<file path="config.mk">
export PLATFORM = sky130hd
export DESIGN_NAME = csa6_row
export DESIGN_NICKNAME = d
export VERILOG_FILES = /design/src/rtl/csa6_row.sv
export SDC_FILE = /design/constraint.sdc
export NUM_CORES = 1
export LEC_CHECK = 0
export ABC_AREA = 0
export CORE_MARGIN = 2
export CORE_UTILIZATION = 39
export DETAILED_ROUTE_END_ITERATION = 7
export GPL_TIMING_DRIVEN = 1
export PLACE_DENSITY = 0.86
export SLEW_MARGIN = 20
export SYNTH_ARGS = -nofsm -noshare
export SYNTH_HDL_FRONTEND = slang
export SYNTH_SLANG_ARGS = --single-unit
export TNS_END_PERCENT = 100
</file>
<file path="constraint.sdc">
create_clock -name vclk -period 4.35
set_input_delay 0.87 -clock vclk [all_inputs]
set_output_delay 0.87 -clock vclk [all_outputs]
set_load 0.005 [all_outputs]
</file>
<file path="src/rtl/csa6_row.sv">
module csa6_row #(
  parameter int N = 16
) (
  input  logic [N-1:0][5:0] col_bits,
  input  logic [2:0]        carry_in,
  output logic [N-1:0]      sum_o,
  output logic [N-1:0]      carry_o,
  output logic [2:0]        carry_out
);
  localparam int TW = N + 5;

  logic [N:0][2:0] link;

  assign link[0]   = carry_in;
  assign carry_out = link[N];

  for (genvar j = 0; j < N; j++) begin : g_col
    logic [5:0] b;
    logic [2:0] ci;
    logic [2:0] co;
    logic       sa, sb, sc;

    assign b  = col_bits[j];
    assign ci = link[j];

    assign sa    = b[0] ^ b[1] ^ b[2];
    assign co[0] = (b[0] & b[1]) | (b[0] & b[2]) | (b[1] & b[2]);
    assign sb    = b[3] ^ b[4] ^ b[5];
    assign co[1] = (b[3] & b[4]) | (b[3] & b[5]) | (b[4] & b[5]);
    assign sc    = sa ^ sb ^ ci[0];
    assign co[2] = (sa & sb) | (sa & ci[0]) | (sb & ci[0]);

    assign sum_o[j]   = sc ^ ci[1] ^ ci[2];
    assign carry_o[j] = (sc & ci[1]) | (sc & ci[2]) | (ci[1] & ci[2]);
    assign link[j+1]  = co;

    always_comb begin
      a_r1_col_weight: assert ($countones(b) + $countones(ci) ==
                               int'(sum_o[j]) + 2 * int'(carry_o[j]) + 2 * $countones(link[j+1]))
        else $error("column %0d weight mismatch", j);
      a_r2_sum_parity: assert (sum_o[j] == ^{b, ci})
        else $error("column %0d sum parity mismatch", j);
      a_r3_pair_bound: assert (2 * $countones(link[j+1][1:0]) <= $countones(b))
        else $error("column %0d early carries exceed data", j);
    end
  end

  logic [TW-1:0] w_in, w_out;

  always_comb begin
    w_in  = TW'($countones(carry_in));
    w_out = TW'($countones(carry_out)) << N;
    for (int j = 0; j < N; j++) begin
      w_in  = w_in + (TW'($countones(col_bits[j])) << j);
      w_out = w_out + ((TW'(sum_o[j]) + (TW'(carry_o[j]) << 1)) << j);
    end
    a_r5_row_total: assert (w_in == w_out)
      else $error("row weighted total mismatch");
  end
endmodule

</file>
==> qor.txt, run 1 <==
Design Power: 674 uW
via count: 1,635
die extent in x: 72.8 um
vias in the first global route: 1,912
outcome: finished clean
Worst setup SP type: input pin
post-DR vias/cell: 4.07
Switching Power: 264 uW
largest net degree at the start of global routing: 2
Final Max Tran Viols: 0
Layout area overhead: 78.0%
first-pass GRT wire length: 7.73 mm
initial antenna violation count: 0
Avg Cell Area, Syn: 8.62 um2
final-report hold violation count: 0
Slew HR: 91.6%
synth top area cells: fa_1 69%, inv_1 31%
CP max FO: 1
Filler Cell Count: 355
Hold/Removal Path Class: input pin to output port
Leakage: 0.00187 uW
post-synth top area cell: fa_1
Overflow after GRT: 0
initial core utilization: 39.8%
Die H: 72.8 um
total of max-cap violations: 0
GP Congestion: 0.722
HPWL Detailed: 4.52 mm
I/O pin cnt: 134
Yosys Warn Count: 0
Sequential Power Share: 0%
gr usage total: 18.7%
worst slew pin tran: 0.125 ns
Worst EP arrival: 3.41 ns
Comb pwr share: 100.0%
Syn Inst Count: 214
Yosys cell types: 2
Critical Path RT: 3.48 ns
row count: 25
fin nets: 513
Port Buffer Count: 134
Initial DRT Pass Iterations: 4
fin crit period: 4.28 ns
Cells after DPL: 402
VDD IR max: 0.125 mV
FFs & Latches: 0
core box area: 4630 um2
full die area: 5290 um2
Mapped Nets: 377
Net Sw Frac: 39.2%
final std cells w/o fill: 402
clock power share: 0%
Final ANT Viol Nets: 0
Tcrit/Tclk final: 98.5%
drc violations: 0
post-CTS setup buffers: 0
layout cell share with drive strength beyond 1: 1.72%
total negative slack: 0 ns
final wirelength: 4.59 mm
CLK BUF: 0
post-synthesis sequential area ratio: 0%
Antenna Cells: 0
synthesized cell area: 1840 um2
top-area cell type share of the netlist area: 69.5%
P per Cell Area: 205 nW/um2
Reg area: 0 um2
Setup CP Type: input pin to output port
fmax: 233 MHz
area of the multi-input gates: 1300 um2
RSZ-0062 raised after global routing: false
Avg WL per Cell: 11.4 um
internal power: 410 uW
# setup viols final: 0
Initial DRC Count: 16
crit end category: output port
[cells in the mapped netlist]
library cell,count
inv_1,150
fa_1,64
[power groups by stage]
| stage | Combinational (uW) | Sequential, uW | Clock [uW] |
|---|---|---|---|
| after floorplan | 288 | 0 | 0 |
| after global placement | 693 | 0 | 0 |
| after detailed placement | 722 | 0 | 0 |
| after CTS | 708 | 0 | 0 |
| after global routing | 762 | 0 | 0 |
| final | 674 | 0 | 0 |
[placed cells by master (no fill, tap or decap)]
| master | n |
|---|---|
| inv_1 | 150 |
| clkdlybuf4s50_1 | 121 |
| fa_1 | 58 |
| dlymetal6s2s_1 | 8 |
| fa_2 | 6 |
| dlygate4sd2_1 | 5 |
[per-stage QoR]
step	setup slack (ns)	cell area (um2)	util, %	hold WS [ns]
global route	0.00950	3280	70.9	2.84
CTS	0.00231	3250	70.2	2.80
global placement	-0.0351	3250	70.3	2.82
finish	0.0668	3280	70.9	2.78
detailed placement	-0.0902	3250	70.3	2.82
floorplan	0.954	1840	-	1.89
[final timing paths]
path,from,endpoint,slack [ns],cells after the start
max,col_bits[39],sum_o[6],0.07,7
min,col_bits[5],sum_o[1],2.78,4
[layer usage]
| layer | track usage, % | up-vias | part of all wire (%) |
|---|---|---|---|
| li1 | - | 760 | - |
| met1 | 16.9 | 776 | 26 |
| met2 | 40.9 | 89 | 61 |
| met3 | 4.14 | 10 | 11 |
| met4 | 3.29 | 0 | 2.1 |
| met5 | 0 | - | 0 |
[timing repair]
item,CTS,global route
resized for setup,6,13
hold buffers,0,0
setup endpoints to repair,5,10
pin swaps,3,1
[final cells by class]
| cell class | count | share of cell area, % |
|---|---|---|
| inverter | 150 | 17.2 |
| multi-input combinational | 64 | 39.5 |
| tap | 54 | 2.06 |
| timing repair buffer | 134 | 41.3 |
[cells by family after synthesis]
group,share of synthesized area (%)
buffers and inverters,30.5
adders and majority gates,69.5
[worst max-delay path, cell delays in order]
cell and delay [ns]:
clkdlybuf4s50_1 0.45, inv_1 0.05, fa_1 0.52, inv_1 0.06, fa_2 0.46, fa_1 0.49, clkdlybuf4s50_1 0.50
No activity file was read; power rests on OpenSTA's default activity.
==> run 2: changes to the inputs <==
Settings changed: REMOVE_ABC_BUFFERS from default to 1.
==> results of run 2 <==
The final DEF is identical to that of run 1; final timing and power are the same.
